<file path="src/rtl/ripple_alu_pkg.sv">
package ripple_alu_pkg;
  typedef enum logic [1:0] {
    OP_ADD = 2'b00,
    OP_SUB = 2'b01,
    OP_AND = 2'b10,
    OP_OR  = 2'b11
  } alu_op_e;
endpackage

</file>
<file path="src/rtl/fa_cell.sv">
module fa_cell (
  input  logic a,
  input  logic b,
  input  logic ci,
  output logic s,
  output logic co
);
  logic half;
  assign half = a ^ b;
  assign s    = half ^ ci;
  assign co   = (a & b) | (half & ci);
endmodule

</file>
<file path="src/rtl/rca_chain.sv">
module rca_chain #(
  parameter int WIDTH = 8
) (
  input  logic [WIDTH-1:0] a,
  input  logic [WIDTH-1:0] b,
  input  logic             sub,
  output logic [WIDTH-1:0] sum,
  output logic             cout,
  output logic             cin_msb
);
  localparam int EXT = WIDTH + 1;

  logic [WIDTH:0] carry;
  assign carry[0] = sub;

  generate
    for (genvar g = 0; g < WIDTH; g++) begin : g_stage
      logic b_cond;
      assign b_cond = b[g] ^ sub;
      fa_cell u_fa (
        .a  (a[g]),
        .b  (b_cond),
        .ci (carry[g]),
        .s  (sum[g]),
        .co (carry[g+1])
      );
    end
  endgenerate

  assign cout    = carry[WIDTH];
  assign cin_msb = carry[WIDTH-1];

  always_comb begin
    assert_chain_sum_R1: assert ({cout, sum} ==
        EXT'({1'b0, a}) + EXT'({1'b0, (sub ? ~b : b)}) + EXT'(sub))
      else $error("carry chain disagrees with arithmetic sum");
  end
endmodule

</file>
<file path="src/rtl/ripple_alu.sv">
module ripple_alu
  import ripple_alu_pkg::*;
#(
  parameter int WIDTH = 8
) (
  input  logic [WIDTH-1:0] opnd_a,
  input  logic [WIDTH-1:0] opnd_b,
  input  logic [1:0]       op_sel,
  output logic [WIDTH-1:0] result,
  output logic             carry_out,
  output logic             overflow
);
  localparam int MSB = WIDTH - 1;

  alu_op_e op;
  assign op = alu_op_e'(op_sel);

  logic             do_sub;
  logic             is_arith;
  logic [WIDTH-1:0] chain_sum;
  logic             chain_cout;
  logic             chain_cmsb;

  assign do_sub   = (op == OP_SUB);
  assign is_arith = (op == OP_ADD) || (op == OP_SUB);

  rca_chain #(.WIDTH(WIDTH)) u_chain (
    .a       (opnd_a),
    .b       (opnd_b),
    .sub     (do_sub),
    .sum     (chain_sum),
    .cout    (chain_cout),
    .cin_msb (chain_cmsb)
  );

  always_comb begin
    unique case (op)
      OP_ADD,
      OP_SUB:  result = chain_sum;
      OP_AND:  result = opnd_a & opnd_b;
      OP_OR:   result = opnd_a | opnd_b;
      default: result = '0;
    endcase
  end

  assign carry_out = is_arith & chain_cout;
  assign overflow  = is_arith & (chain_cout ^ chain_cmsb);

  always_comb begin
    if (op == OP_SUB) begin
      assert_sub_diff_R2: assert (result == WIDTH'(opnd_a - opnd_b))
        else $error("difference wrong");
      assert_sub_carry_R6: assert (carry_out == (opnd_a >= opnd_b))
        else $error("subtract carry wrong");
    end
    if (op == OP_ADD && overflow) begin
      assert_ovf_add_R7: assert (opnd_a[MSB] == opnd_b[MSB] && result[MSB] != opnd_a[MSB])
        else $error("add overflow without sign pattern");
    end
    if (op == OP_SUB && overflow) begin
      assert_ovf_sub_R7: assert (opnd_a[MSB] != opnd_b[MSB] && result[MSB] != opnd_a[MSB])
        else $error("subtract overflow without sign pattern");
    end
    if (op_sel[1]) begin
      assert_logic_flags_R8: assert (!carry_out && !overflow)
        else $error("flags raised on bitwise function");
    end
  end
endmodule

</file>
<file path="config.mk">
export PLATFORM = sky130hd
export DESIGN_NAME = ripple_alu
export DESIGN_NICKNAME = d
export VERILOG_FILES = /design/src/rtl/ripple_alu_pkg.sv /design/src/rtl/fa_cell.sv /design/src/rtl/rca_chain.sv /design/src/rtl/ripple_alu.sv
export SDC_FILE = /design/constraint.sdc
export NUM_CORES = 1
export LEC_CHECK = 0
export CAP_MARGIN = 20
export CORE_AREA = 2 2 39 41
export DETAILED_ROUTE_END_ITERATION = 12
export DIE_AREA = 0 0 41 43
export GPL_TIMING_DRIVEN = 0
export PLACE_DENSITY = 0.8
export SETUP_SLACK_MARGIN = 0.3
export SLEW_MARGIN = 20
export SYNTH_ARGS = -nofsm -noshare
export SYNTH_HDL_FRONTEND = slang
export SYNTH_SLANG_ARGS = --single-unit
</file>
<file path="constraint.sdc">
create_clock -name vclk -period 5.6
set_input_delay 0.56 -clock vclk [all_inputs]
set_output_delay 0.56 -clock vclk [all_outputs]
set_load 0.01 [all_outputs]
</file>
# Word-level counts from Yosys, hierarchy flattened
# Index checks and enable logic that the tools add are counted.
# W data, S select, Z words.
[totals] register_bits=0 latchBits=0 mem_bits_rw=0 mem_bits_ro=0 inputBits=18 out_inout_bits=10 wordCells=60 mem_count=0
[op_classes] add_sub_neg=0 mul=0 div_mod_pow=0 order_cmp=0 eq_ne=3 n_shift=0 mux=1 bitwise=53 n_reduce_logical=3
[ops] operator="$xor A1 B1 Y1" n=25
[ops] operator="$pmux W8 S3" n=1
[ops] operator="$and A1 B1 Y1" n=18
[ops] operator="$and A8 B8 Y8" n=1
[ops] operator="$or A1 B1 Y1" n=8
[ops] operator="$or A8 B8 Y8" n=1
[ops] operator="$eq A2 B2 Y1 const B" n=2
[ops] operator="$eq A2 B1 Y1 const B" n=1
[ops] operator="$logic_not A2 Y1" n=1
[ops] operator="$reduce_or A2 Y1" n=1
[ops] operator="$logic_or A1 B1 Y1" n=1

# Depth between registers and ports, before layout
[logic_depth] ltp_word=21 mapped_depth=14

# Hierarchy
# A second synthesis with hierarchy kept.
[hier_totals] hier_cells=56 area_unflattened_um2=536.8
[modules_own_cells] mod="ripple_alu" n_inst=1 cells_each=39 area_per_inst_um2=295.3
[modules_own_cells] mod="fa_cell" n_inst=8 cells_each=1 area_per_inst_um2=20.0
[modules_own_cells] mod="rca_chain" n_inst=1 cells_each=9 area_per_inst_um2=81.3

# Worst setup path before layout
# Ideal clock, no wire load.
[synth_path] kind="input -> output" from="input port op_sel[1]" to="output port result[7]" arrival_time_ns=3.808 required_ns=5.040 setup_slack_ns=1.232 cell_stages=14 path_cell_list="clkbuf_2 > nor2b_2 > buf_6 > xnor2_1 > fa_1 > fa_1 > fa_1 > fa_1 > fa_1 > inv_1 > fa_1 > fa_1 > inv_1 > o22ai_1"
[synth_between] elab_chain_len=19
[synth_rtl] item="start: declaration" line="ripple_alu.sv:8" text="input logic [1:0] op_sel,"
[synth_rtl] item="$eq A2 B1 Y1" line="ripple_alu.sv:24, ripple_alu.sv:37"
[synth_rtl] item="$xor A1 B1 Y1" line="rca_chain.sv:19" text="assign b_cond = b[g] ^ sub;"
[synth_rtl] item="$xor A1 B1 Y1" line="fa_cell.sv:9" text="assign half = a ^ b;"
[synth_rtl] item="$and A1 B1 Y1" line="fa_cell.sv:11" text="assign co = (a & b) | (half & ci);"
[synth_rtl] item="$or A1 B1 Y1" line="fa_cell.sv:11"
[synth_rtl] item="$and A1 B1 Y1" line="fa_cell.sv:11"
[synth_rtl] item="$or A1 B1 Y1" line="fa_cell.sv:11"
[synth_rtl] item="$and A1 B1 Y1" line="fa_cell.sv:11"
[synth_rtl] item="[... 3 more ...]"
[synth_rtl] item="$and A1 B1 Y1" line="fa_cell.sv:11"
[synth_rtl] item="$or A1 B1 Y1" line="fa_cell.sv:11"
[synth_rtl] item="$and A1 B1 Y1" line="fa_cell.sv:11"
[synth_rtl] item="$or A1 B1 Y1" line="fa_cell.sv:11"
[synth_rtl] item="$and A1 B1 Y1" line="fa_cell.sv:11"
[synth_rtl] item="$or A1 B1 Y1" line="fa_cell.sv:11"
[synth_rtl] item="$xor A1 B1 Y1" line="fa_cell.sv:10" text="assign s = half ^ ci;"
[synth_rtl] item="$pmux W8 S3 *" line="ripple_alu.sv:37" text="unique case (op)"
[synth_rtl] item="end: declaration" line="ripple_alu.sv:9" text="output logic [WIDTH-1:0] result,"
# Mark *: on every way between the ends. The rest lies on a longest branch, timed or not.

# Worst setup path in the final report
[layout_path] from="input port opnd_b[0]" to="output port result[7]"
[layout_between] elab_chain_len=18
[layout_rtl] item="start: declaration" line="ripple_alu.sv:7" text="input logic [WIDTH-1:0] opnd_b,"
[layout_rtl] item="$xor A1 B1 Y1 *" line="rca_chain.sv:19"
[layout_rtl] item="$xor A1 B1 Y1" line="fa_cell.sv:9"
[layout_rtl] item="$and A1 B1 Y1" line="fa_cell.sv:11"
[layout_rtl] item="$or A1 B1 Y1 *" line="fa_cell.sv:11"
[layout_rtl] item="$and A1 B1 Y1 *" line="fa_cell.sv:11"
[layout_rtl] item="$or A1 B1 Y1 *" line="fa_cell.sv:11"
[layout_rtl] item="$and A1 B1 Y1 *" line="fa_cell.sv:11"
[layout_rtl] item="$or A1 B1 Y1 *" line="fa_cell.sv:11"
[layout_rtl] item="[... 2 more ...]"
[layout_rtl] item="$and A1 B1 Y1 *" line="fa_cell.sv:11"
[layout_rtl] item="$or A1 B1 Y1 *" line="fa_cell.sv:11"
[layout_rtl] item="$and A1 B1 Y1 *" line="fa_cell.sv:11"
[layout_rtl] item="$or A1 B1 Y1 *" line="fa_cell.sv:11"
[layout_rtl] item="$and A1 B1 Y1 *" line="fa_cell.sv:11"
[layout_rtl] item="$or A1 B1 Y1 *" line="fa_cell.sv:11"
[layout_rtl] item="$xor A1 B1 Y1 *" line="fa_cell.sv:10"
[layout_rtl] item="$pmux W8 S3 *" line="ripple_alu.sv:37"
# Marked as above.

==> impl_metrics.py <==
metrics = {
    "routing": {
        "viasPerCell": 4.93,
        "ant_nets": 0,
        "drt_first_pass_iters": 4,
        "drc": 0,
        "wl_per_cell_microns": 11.3,
        "first_iter_violations": 1,
        "drt_wl_total_mm": 1.22,
        "vias": 532,
    },
    "global_routing": {
        "grt_pass1_vias": 553,
        "grt_pass1_wl_mm": 2.13,
        "grt_usage_pct": 16.3,
        "grt_max_degree": 11,
        "antenna_found_initial": 0,
        "grt_overflow": 0,
    },
    "placement": {
        "port-buffer-count": 27,
        "placed_cell_area_sq_um": 802,
        "gp_congestion": 0.656,
        "dp_hpwl_microns": 980,
    },
    "pwr": {
        "pwr-share-seq_pct": 0,
        "power_w": 0.0000957,
        "pwr-share-comb_pct": 100.0,
        "p_sw_share_pct": 42.2,
        "p_per_area_mw_per_mm2": 120,
        "p_leak_nw": 0.331,
        "power_switching_w": 0.0000404,
        "p_clk_share_pct": 0,
        "ir_worst_vdd_uv": 53.4,
        "p_int_w": 0.0000553,
    },
    "logic_synthesis": {
        "synth_compound_area_share_pct": 19.1,
        "synth.distinct_cells": 19,
        "ys_seq_area_share_pct": 0,
        "syn_inst": 65,
        "yosysWarningCount": 0,
        "synth_xor_xnor_area_share_pct": 16.6,
        "synth_area_leaders": "fa_1 27%, xnor2_1 10%, nor2b_1 8.6%",
        "yosys.area_share.adder_pct": 32.3,
        "synthSimpleGateAreaFrac_pct": 16.6,
        "synth_top_area_share_pct": 27.4,
        "synthesis.area_sq_um": 512,
        "synth_nets": 92,
        "avgSynthCellArea_sq_um": 7.87,
        "muxShareOfSynthArea_pct": 1.96,
        "synth_top_area_cell": "fa_1",
        "synth_top_family_by_area": "adder cells",
    },
    "sta": {
        "setup_tns_ns": 0,
        "fin_crit_ns": 5.08,
        "rsz0062_at_grt": "no",
        "whs_ns": 1.87,
        "fin_crit_sh_pct": 90.7,
        "maxSlewViolCount": 0,
        "slew_headroom_pct": 85.1,
        "worst_pin_slew_ns": 0.222,
        "max_freq_mhz": 197,
        "timing_hold_violations_final": 0,
        "finalSetupViolations": 0,
    },
    "outcome": {
        "status": "finished, final reports clean",
    },
    "final_layout": {
        "finalInstanceArea_sq_um": 797,
        "n_antenna_cell": 0,
        "clock_buffers": 0,
        "fillCellCount": 143,
        "finalNetCount": 121,
        "multiInputGateArea_sq_um": 443,
        "syn_to_final_growth_pct": 55.7,
        "drive_gt1_share_pct": 10.9,
        "design.seq.count": 0,
        "seq_area_sq_um": 0,
        "layout_commonest_cell": "clkdlybuf4s50_1",
        "final_cell_mix": "26 x clkdlybuf4s50_1, 10 x inv_1, 7 x o21ai_0, 7 x nor2b_1, 7 x fa_1",
    },
    "critical_path": {
        "cpPeakStageDelay_ns": 0.49,
        "critPathTopFamily": "adder cells",
        "worstSetupPathType": "input port to primary output",
        "crit_path_start_kind": "input port",
        "critPathBufInv": 5,
        "cp_max_fo": 2,
        "crit_top_cell": "fa_1",
        "crit_chain": "clkdlybuf4s50_1 > inv_1 > mux2i_1 > fa_1 > fa_1 > fa_1 > fa_1 > fa_1 > inv_1 > fa_1 > fa_1 > inv_1 > o22ai_1 > clkdlybuf4s50_1",
        "worstSetupEndpointType": "primary output",
        "cpMaxStageDelayCell": "clkdlybuf4s50_1",
        "worst_ep_arrival_time_ns": 4.52,
        "worstPathRequired_ns": 5.04,
    },
    "floorplanning": {
        "die_x_microns": 41,
        "die_y_microns": 43,
        "pin_count": 28,
        "initial_core_util_pct": 37.0,
        "dieArea_sq_mm": 0.00176,
        "num_rows": 14,
        "core_area_sq_mm": 0.00138,
    },
    "min_path": {
        "hp-class": "input port to primary output",
    },
    "cts": {
        "hold_buffers": 0,
        "cts_setup_buffers": 0,
        "cts_resized": 1,
    },
    "run": {
        "maxCapViolCount": 0,
    },
}
[final cells by class]
| class | count | share of cell area (%) |
|---|---|---|
| plain buffers | 4 | 3.92 |
| inverters | 10 | 4.71 |
| repair buffers | 27 | 33.3 |
| multi-input cells | 51 | 55.6 |
| well taps | 16 | 2.51 |
[kinds of logic (layout without fill, tap and decap cells)]
family | count (synthesis) | after routing
buffers and inverters | 14 | 41
adders and majority gates | 9 | 9
and+or+nand+nor | 16 | 16
xor gates and xnor gates | 8 | 8
AOI/OAI and AO/OA | 17 | 17
muxes | 1 | 1
[cell usage after synthesis, drive strengths merged]
master  number
inv         10
nor2b        8
fa           7
o21ai        7
nand2        6
xnor2        6
a31oi        5
buf          3
a21oi        2
ha           2
o22ai        2
xor2         2
a31o         1
clkbuf       1
mux2i        1
nor2         1
or2          1
[power groups by stage]
stage                     Sequential (W)  Clock, W  Combinational, W
final                                  0         0         0.0000957
after global routing                   0         0          0.000107
after CTS                              0         0         0.0000971
after detailed placement               0         0         0.0000969
after global placement                 0         0         0.0000943
after floorplan                        0         0         0.0000511
[path summary, 6_finish.rpt]
kind / startpoint / cells past startpoint / endpoint
setup / recovery: opnd_b[0] / 14 / result[7]
hold / removal: op_sel[1] / 3 / carry_out
[per-stage QoR]
step	utilization (%)	setup WS [ns]	std cells
after CTS	57.9	0.357	108
after global placement	58.0	0.126	108
after floorplan	-	1.23	65
final	57.6	0.519	108
after detailed placement	58.0	0.0969	108
after global routing	57.6	0.402	108
[worst min-delay path, cell delays in order]
cell and delay, ns:
clkbuf_2 0.21, nor2b_1 0.07, clkdlybuf4s50_1 0.47
[per-layer routing]
layer / part of all wire, % / global-route usage (%) / vias up
met2: 54 / 30.3 / 12
li1: - / - / 265
met3: 4.2 / 1.05 / 0
met4: 0 / 3.33 / 0
met1: 41 / 18.9 / 255
met5: 0 / 0 / -
(Power assumes the default switching activity.)
